File: config.mk
export PLATFORM = sky130hd
export DESIGN_NAME = road_majority_chain
export DESIGN_NICKNAME = d
export VERILOG_FILES = /design/src/rtl/rmc_pkg.sv /design/src/rtl/rmc_stage.sv /design/src/rtl/rmc_control.sv /design/src/rtl/rmc_datapath.sv /design/src/rtl/road_majority_chain.sv
export SDC_FILE = /design/constraint.sdc
export NUM_CORES = 1
export LEC_CHECK = 0
export ABC_AREA = 1
export CELL_PAD_IN_SITES_DETAIL_PLACEMENT = 1
export CELL_PAD_IN_SITES_GLOBAL_PLACEMENT = 1
export CORE_UTILIZATION = 25
export DETAILED_ROUTE_END_ITERATION = 10
export PLACE_DENSITY = 0.79
export SETUP_SLACK_MARGIN = 0.1
export SYNTH_ARGS = -nofsm -noshare
export SYNTH_HDL_FRONTEND = slang
export SYNTH_HIERARCHICAL = 1
export SYNTH_SLANG_ARGS = --single-unit
File: constraint.sdc
create_clock -name clk -period 4.2 [get_ports clk]
set_input_delay 0.84 -clock clk [delete_from_list [all_inputs] [get_ports clk]]
set_output_delay 0.84 -clock clk [all_outputs]
set_load 0.05 [all_outputs]
File: src/rtl/rmc_pkg.sv
package rmc_pkg;
  localparam int CODE_W = 3;
  typedef logic [CODE_W-1:0] therm_t;

  localparam therm_t CODE_NONE_MISSING = 3'b111;
  localparam therm_t CODE_ONE_MISSING  = 3'b011;
  localparam therm_t CODE_TWO_MISSING  = 3'b001;
  localparam therm_t CODE_MANY_MISSING = 3'b000;

  // one-hot strobes from control to datapath: which code bit drives the flag
  typedef struct packed {
    logic needPerfect;
    logic allowOne;
    logic allowTwo;
  } tolSel_t;

  function automatic logic isLegal(therm_t c);
    return (c == CODE_NONE_MISSING) || (c == CODE_ONE_MISSING) ||
           (c == CODE_TWO_MISSING)  || (c == CODE_MANY_MISSING);
  endfunction
endpackage

File: src/rtl/rmc_stage.sv
module rmc_stage
  import rmc_pkg::*;
(
  input  therm_t codeIn,
  input  logic   layerHit,
  output therm_t codeOut
);
  therm_t cleanCode;

  // anything outside the thermometer set collapses to the saturated value
  always_comb begin
    cleanCode = isLegal(codeIn) ? codeIn : CODE_MANY_MISSING;
    codeOut   = layerHit ? cleanCode : {1'b0, cleanCode[CODE_W-1:1]};
  end

  always_comb begin
    assert_stage_legal_R5: assert (isLegal(codeOut))
      else $error("stage produced non-thermometer code %b", codeOut);
  end
endmodule

File: src/rtl/rmc_control.sv
module rmc_control
  import rmc_pkg::*;
(
  input  logic [1:0] tolerance,
  output tolSel_t    sel
);
  always_comb begin
    sel = '0;
    unique case (tolerance)
      2'd0:    sel.needPerfect = 1'b1;
      2'd1:    sel.allowOne    = 1'b1;
      default: sel.allowTwo    = 1'b1;
    endcase
  end
endmodule

File: src/rtl/rmc_datapath.sv
module rmc_datapath
  import rmc_pkg::*;
#(
  parameter int NUM_LAYERS = 6
) (
  input  logic                  clk,
  input  logic                  rstN,
  input  logic [NUM_LAYERS-1:0] matchBits,
  input  tolSel_t               sel,
  output therm_t                codeQ,
  output logic                  flagQ
);
  localparam int LAST = NUM_LAYERS;

  therm_t codeChain [LAST+1];
  logic   flagNext;

  assign codeChain[0] = CODE_NONE_MISSING;

  for (genvar i = 0; i < NUM_LAYERS; i++) begin : gStage
    rmc_stage uStage (
      .codeIn  (codeChain[i]),
      .layerHit(matchBits[i]),
      .codeOut (codeChain[i+1])
    );
  end

  always_comb begin
    flagNext = (sel.needPerfect & codeChain[LAST][2]) |
               (sel.allowOne    & codeChain[LAST][1]) |
               (sel.allowTwo    & codeChain[LAST][0]);
  end

  always_ff @(posedge clk) begin
    if (!rstN) begin
      codeQ <= CODE_MANY_MISSING;
      flagQ <= 1'b0;
    end else begin
      codeQ <= codeChain[LAST];
      flagQ <= flagNext;
    end
  end

  assert_all_hit_R2: assert property (@(posedge clk) disable iff (!rstN)
    (&matchBits) |=> (codeQ == CODE_NONE_MISSING));

  assert_one_miss_R3: assert property (@(posedge clk) disable iff (!rstN)
    ($countones(~matchBits) == 1) |=> (codeQ == CODE_ONE_MISSING));

  assert_two_miss_R4: assert property (@(posedge clk) disable iff (!rstN)
    ($countones(~matchBits) == 2) |=> (codeQ == CODE_TWO_MISSING));

  assert_saturate_R5: assert property (@(posedge clk) disable iff (!rstN)
    ($countones(~matchBits) >= 3) |=> (codeQ == CODE_MANY_MISSING));

  assert_sel_onehot_R8: assert property (@(posedge clk) disable iff (!rstN)
    $countones(sel) == 1);
endmodule

File: src/rtl/road_majority_chain.sv
module road_majority_chain
  import rmc_pkg::*;
#(
  parameter int NUM_LAYERS = 6
) (
  input  logic                  clk,
  input  logic                  rstN,
  input  logic [NUM_LAYERS-1:0] matchBits,
  input  logic [1:0]            tolerance,
  output logic [2:0]            missCode,
  output logic                  roadFlag
);
  tolSel_t sel;
  therm_t  codeQ;
  logic    flagQ;

  rmc_control uControl (
    .tolerance(tolerance),
    .sel      (sel)
  );

  rmc_datapath #(.NUM_LAYERS(NUM_LAYERS)) uDatapath (
    .clk      (clk),
    .rstN     (rstN),
    .matchBits(matchBits),
    .sel      (sel),
    .codeQ    (codeQ),
    .flagQ    (flagQ)
  );

  assign missCode = codeQ;
  assign roadFlag = flagQ;

  assert_strict_flag_R6: assert property (@(posedge clk) disable iff (!rstN)
    (roadFlag && $past(tolerance) == 2'd0) |-> (missCode == CODE_NONE_MISSING));

  assert_one_tol_flag_R7: assert property (@(posedge clk) disable iff (!rstN)
    (roadFlag && $past(tolerance) == 2'd1) |-> missCode[1]);

  assert_never_flag_many_R8: assert property (@(posedge clk) disable iff (!rstN)
    roadFlag |-> (missCode != CODE_MANY_MISSING));
endmodule

==> impl_results.md, run 1 <==
* Commonest non-fill, non-tap cell in the layout: nand2_1
* H-tree depth at 1
* Die Y at 38.5 microns
* Fin crit share at 66.9%
* CTS hold repair buffers at 0
* Setup TNS at 0 ns
* Most frequent cells in the layout: nand2_1, nor2_1, clkdlybuf4s50_1
* Post-CTS setup buffer count at 0
* Max-slew headroom at 66.4%
* Average routed wire per standard cell at 7.29 microns
* PwrDens at 201 nW/um^2
* Detailed Route Iter0 Violations at 2
* Antenna viol nets, final at 0
* Final Power at 0.104 mW
* CP Class: in2reg
* N_diodes at 0
* Arrival time worst endpoint at 2.94 ns
* P_leak at 0.268 nW
* Routed WL at 751 microns
* CTS Buf Count at 3
* Layout Utilization at 44.2%
* VDD IR max at 0.0499 mV
* Final hold vios at 0
* Clk sink count at 4
* Grt ovf at 0
* Worst Tran Pin Value at 0.503 ns
* Post-Syn Instances at 69
* Root buffer selected by CTS: clkbuf_4
* Tot GR Track Use at 14.4%
* Die Wd at 38.5 microns
* Critical path required time at 4.33 ns
* Status: completed
* Synth Area per Inst at 4.82 sq um
* RD Place Congestion at 0.630
* PortBufs at 13
* TritonCTS clock tree: built
* Seq/Total Area, Yosys at 24.1%
* Critical path capture point type: flip-flop
* CP startpoint kind: input port
* Distinct cells, synth at 7
* Io pins at 14
* F_max at 356 MHz
* Final min period at 2.81 ns
* Initial antenna violation count at 0
* Min-delay worst type: in2reg
* Pre-Repair DR Iteration Count at 2
* Fin. max-slew vios at 0
* RSZ-0062 raised after global routing: no
* Vias at 436
* Max clock buf depth at 2
* Fin Hold WS at 1.23 ns
* Nets at 101
* Vias in the first global route at 401
* Endpoints failing setup at 0
* Post-Syn Area at 333 sq um
* Starting density of the core at 28.4%
* Synth Register Bits at 4
* CP Max Fanout at 3
* Core Region at 1170 sq um
* First-pass GRT wire length at 1460 microns
* DR vias/cell at 4.23
* Die area at 1480 sq um
* DP HPWL at 694 microns
* Std-Cell Rows at 12
* Clk slew on worst S/H paths at 0.04 ns
* MaxCap Viol Count at 0
* Synth Warn # at 6
* Largest net degree at the start of global routing at 5
* Area growth syn-to-layout at 55.6%
* Cts repair resizes at 0
* Share of cells above drive strength 1 at 3.37%
* DRC viols at 0
==> worst paths after layout <==
check | slack (ns) | endpoint | cells past startpoint | start
worst max-delay path | 1.39 | uDatapath/flagQ | 18 | matchBits[0]
worst min-delay path | 1.23 | uDatapath/codeQ[0] | 3 | rstN
==> where the power goes <==
group | switching, mW | internal (mW)
Clock | 0.0146 | 0.0319
Combinational | 0.00835 | 0.0107
Sequential | 0.0000258 | 0.0383
Total | 0.0230 | 0.0809
==> logic make-up after synthesis <==
group	Yosys count	share of synthesized area [%]
other	1	1.13
and+or+nand+nor	52	61.3
buffers and inverters	12	13.5
DFF	4	24.1
==> worst max-delay path: stages <==
cell and delay, ns:
clkdlybuf4s50_1 0.50, nand2_1 0.06, nor2_1 0.17, nand2_1 0.08, nor2_1 0.17, nand2_1 0.08, nor2_1 0.16, nand2_1 0.07
nor2_1 0.17, nand2_1 0.07, nor2_1 0.16, inv_1 0.06, nand3_1 0.07, nand2_1 0.07, nand2_1 0.06, nand3_1 0.06
nand2_1 0.06, inv_1 0.04
==> area by class of cell <==
| type | count | area (sq um) |
|---|---|---|
| flip-flops and latches | 4 | 80.1 |
| fillers | 177 | 653 |
| multi-input cells | 58 | 226 |
| clock buffers | 3 | 22.5 |
| repair buffers | 13 | 130 |
| well taps | 14 | 17.5 |
| inverters | 11 | 41.3 |
==> sequential cells by signal, indices dropped and copies added, names as in the netlist <==
signal and count:
uDatapath/codeQ 3, uDatapath/flagQ 1
==> synthesized netlist by cell type <==
library cell	instances	share of area (%)
dfxtp_1	4	24
conb_1	1	1.1
nand3_1	7	11
nand2_1	25	28
nor2_1	20	23
inv_1	11	12
clkbuf_1	1	1.1
==> metrics by stage <==
| step | setup WS [ns] | std cells | cell area, sq um |
|---|---|---|---|
| 3_5_place_dp | 1.12 | 100 | 495 |
| 5_1_grt | 1.01 | 103 | 518 |
| 6_report | 1.39 | 103 | 518 |
| 2_1_floorplan | 1.93 | 74 | 352 |
| 4_1_cts | 1.36 | 103 | 518 |
| 3_3_place_gp | 1.19 | 100 | 495 |
==> per-layer routing <==
layer / routed length (microns) / up-vias / global-route usage (%) / share of wire, %
li1: - / 236 / - / -
met1: 321 / 192 / 15.1 / 43
met2: 406 / 8 / 24.6 / 54
met3: 22 / 0 / 3.49 / 2.9
met4: 0 / 0 / 10.3 / 0
met5: 0 / - / 0 / 0
Power figures use the tool's default switching activity.
==> inputs of run 2 (changes only) <==
- CORE_UTILIZATION: 25 -> 23
- PLACE_DENSITY: 0.79 -> 0.74
- clock period: 4.2 -> 2.7 ns (I/O delays scaled with it)
==> run 2 against run 1 <==
Hold slack worse by 0.29 ns. Count of clock-buffer cells in the layout stayed put. Non-clock buffer count is 1 higher. Critical path type unchanged. Critical endpoint unchanged.
==> impl_results.md, run 2 (synthesis gave the netlist of run 1 again) <==
* Nets at 102
* Fin. max-slew vios at 0
* P_leak at 0.272 nW
* Clk sink count at 4
* Arrival time worst endpoint at 2.44 ns
* Status: completed
* Core Region at 1320 sq um
* N_diodes at 0
* Fin crit share at 86.0%
* Detailed Route Iter0 Violations at 4
* Pre-Repair DR Iteration Count at 2
* Largest net degree at the start of global routing at 5
* Routed WL at 828 microns
* Vias at 433
* Root buffer selected by CTS: clkbuf_4
* Worst Tran Pin Value at 0.500 ns
* Critical path capture point type: flip-flop
* DRC viols at 0
* Share of cells above drive strength 1 at 11.1%
* Tot GR Track Use at 12.0%
* Min-delay worst type: in2reg
* CTS Buf Count at 3
* Area growth syn-to-layout at 62.8%
* Std-Cell Rows at 13
* Top Registers: uDatapath/codeQ x3, uDatapath/flagQ x1
* Max-slew headroom at 66.5%
* CP startpoint kind: input port
* Fin Hold WS at 0.934 ns
* Most frequent cells in the layout: nand2_1, nor2_1, clkdlybuf4s50_1
* Initial antenna violation count at 0
* Starting density of the core at 25.3%
* DP HPWL at 678 microns
* CP Class: in2reg
* CTS hold repair buffers at 0
* Vias in the first global route at 363
* Final min period at 2.32 ns
* F_max at 431 MHz
* MaxCap Viol Count at 0
* Die Y at 40.0 microns
* Antenna viol nets, final at 0
* Final hold vios at 0
* Final Power at 0.162 mW
* Critical path required time at 2.82 ns
* RD Place Congestion at 0.618
* Largest register FFs at 3
* CP Max Fanout at 3
* RSZ-0062 raised after global routing: no
* Commonest non-fill, non-tap cell in the layout: nand2_1
* Post-CTS setup buffer count at 0
* Io pins at 14
* PortBufs at 13
* Largest reg by FF count: uDatapath/codeQ
* Cts repair resizes at 0
* VDD IR max at 0.0657 mV
* Die area at 1600 sq um
* DR vias/cell at 4.12
* H-tree depth at 1
* Endpoints failing setup at 0
* First-pass GRT wire length at 1270 microns
* Average routed wire per standard cell at 7.89 microns
* TritonCTS clock tree: built
* Grt ovf at 0
* Clk slew on worst S/H paths at 0.04 ns
* PwrDens at 300 nW/um^2
* Max clock buf depth at 2
* Die Wd at 40.0 microns
## run 2: worst max-delay path, stage by stage
cell	delay [ns]
clkdlybuf4s50_1	0.48
nand2_1	0.06
nor2_2	0.13
nor2_1	0.05
nor2_1	0.08
nand2_1	0.10
nor2_1	0.12
nand2_1	0.10
nor2_2	0.16
inv_1	0.06
nand3_1	0.06
nand2_1	0.07
nand2_1	0.12
nand2_1	0.09
nand2_1	0.06
nand3_1	0.06
nand2_1	0.06
inv_1	0.03
## run 2: final cells by class
type                    instances  area (sq um)
clock buffers                   3          22.5
fillers                       191           776
inverters                      11          41.3
multi-input cells              58           241
flip-flops and latches          4          80.1
well taps                      15          18.8
repair buffers                 14           138
## run 2: path summary, 6_finish.rpt
check / startpoint / to / slack [ns] / depth (start not counted)
setup / recovery: matchBits[0] / uDatapath/flagQ / 0.38 / 18
hold / removal: rstN / uDatapath/codeQ[2] / 0.93 / 3
## run 2: routing by layer
metal | up-vias | routed length [microns] | track usage (%)
li1 | 238 | - | -
met1 | 185 | 383 | 12.7
met2 | 8 | 402 | 20.6
met3 | 2 | 15 | 0
met4 | 0 | 26 | 12.9
met5 | - | 0 | 0
## run 2: power breakdown
part | switching, mW | internal (mW) | leakage (nW)
clock network | 0.0212 | 0.0495 | 0.0138
logic | 0.0144 | 0.0176 | 0.226
registers | 0.0000380 | 0.0596 | 0.0322
total | 0.0357 | 0.127 | 0.272
## run 2: stage by stage
stage / instance area, sq um / worst slack (ns) / cells / TNS [ns] / utilization, %
4_1_cts: 527 / 0.170 / 105 / 0 / 40.0
5_1_grt: 542 / 0.128 / 105 / 0 / 41.1
2_1_floorplan: 352 / 0.732 / 74 / 0 / -
6_report: 542 / 0.377 / 105 / 0 / 41.1
3_5_place_dp: 504 / -0.0603 / 102 / -0.0603 / 38.3
3_3_place_gp: 504 / 0.0124 / 102 / 0 / 38.3
==> inputs of run 3 (changes only) <==
- CAP_MARGIN: default -> 20
==> results of run 3 <==
The final DEF is identical to that of run 2; final timing and power are the same.
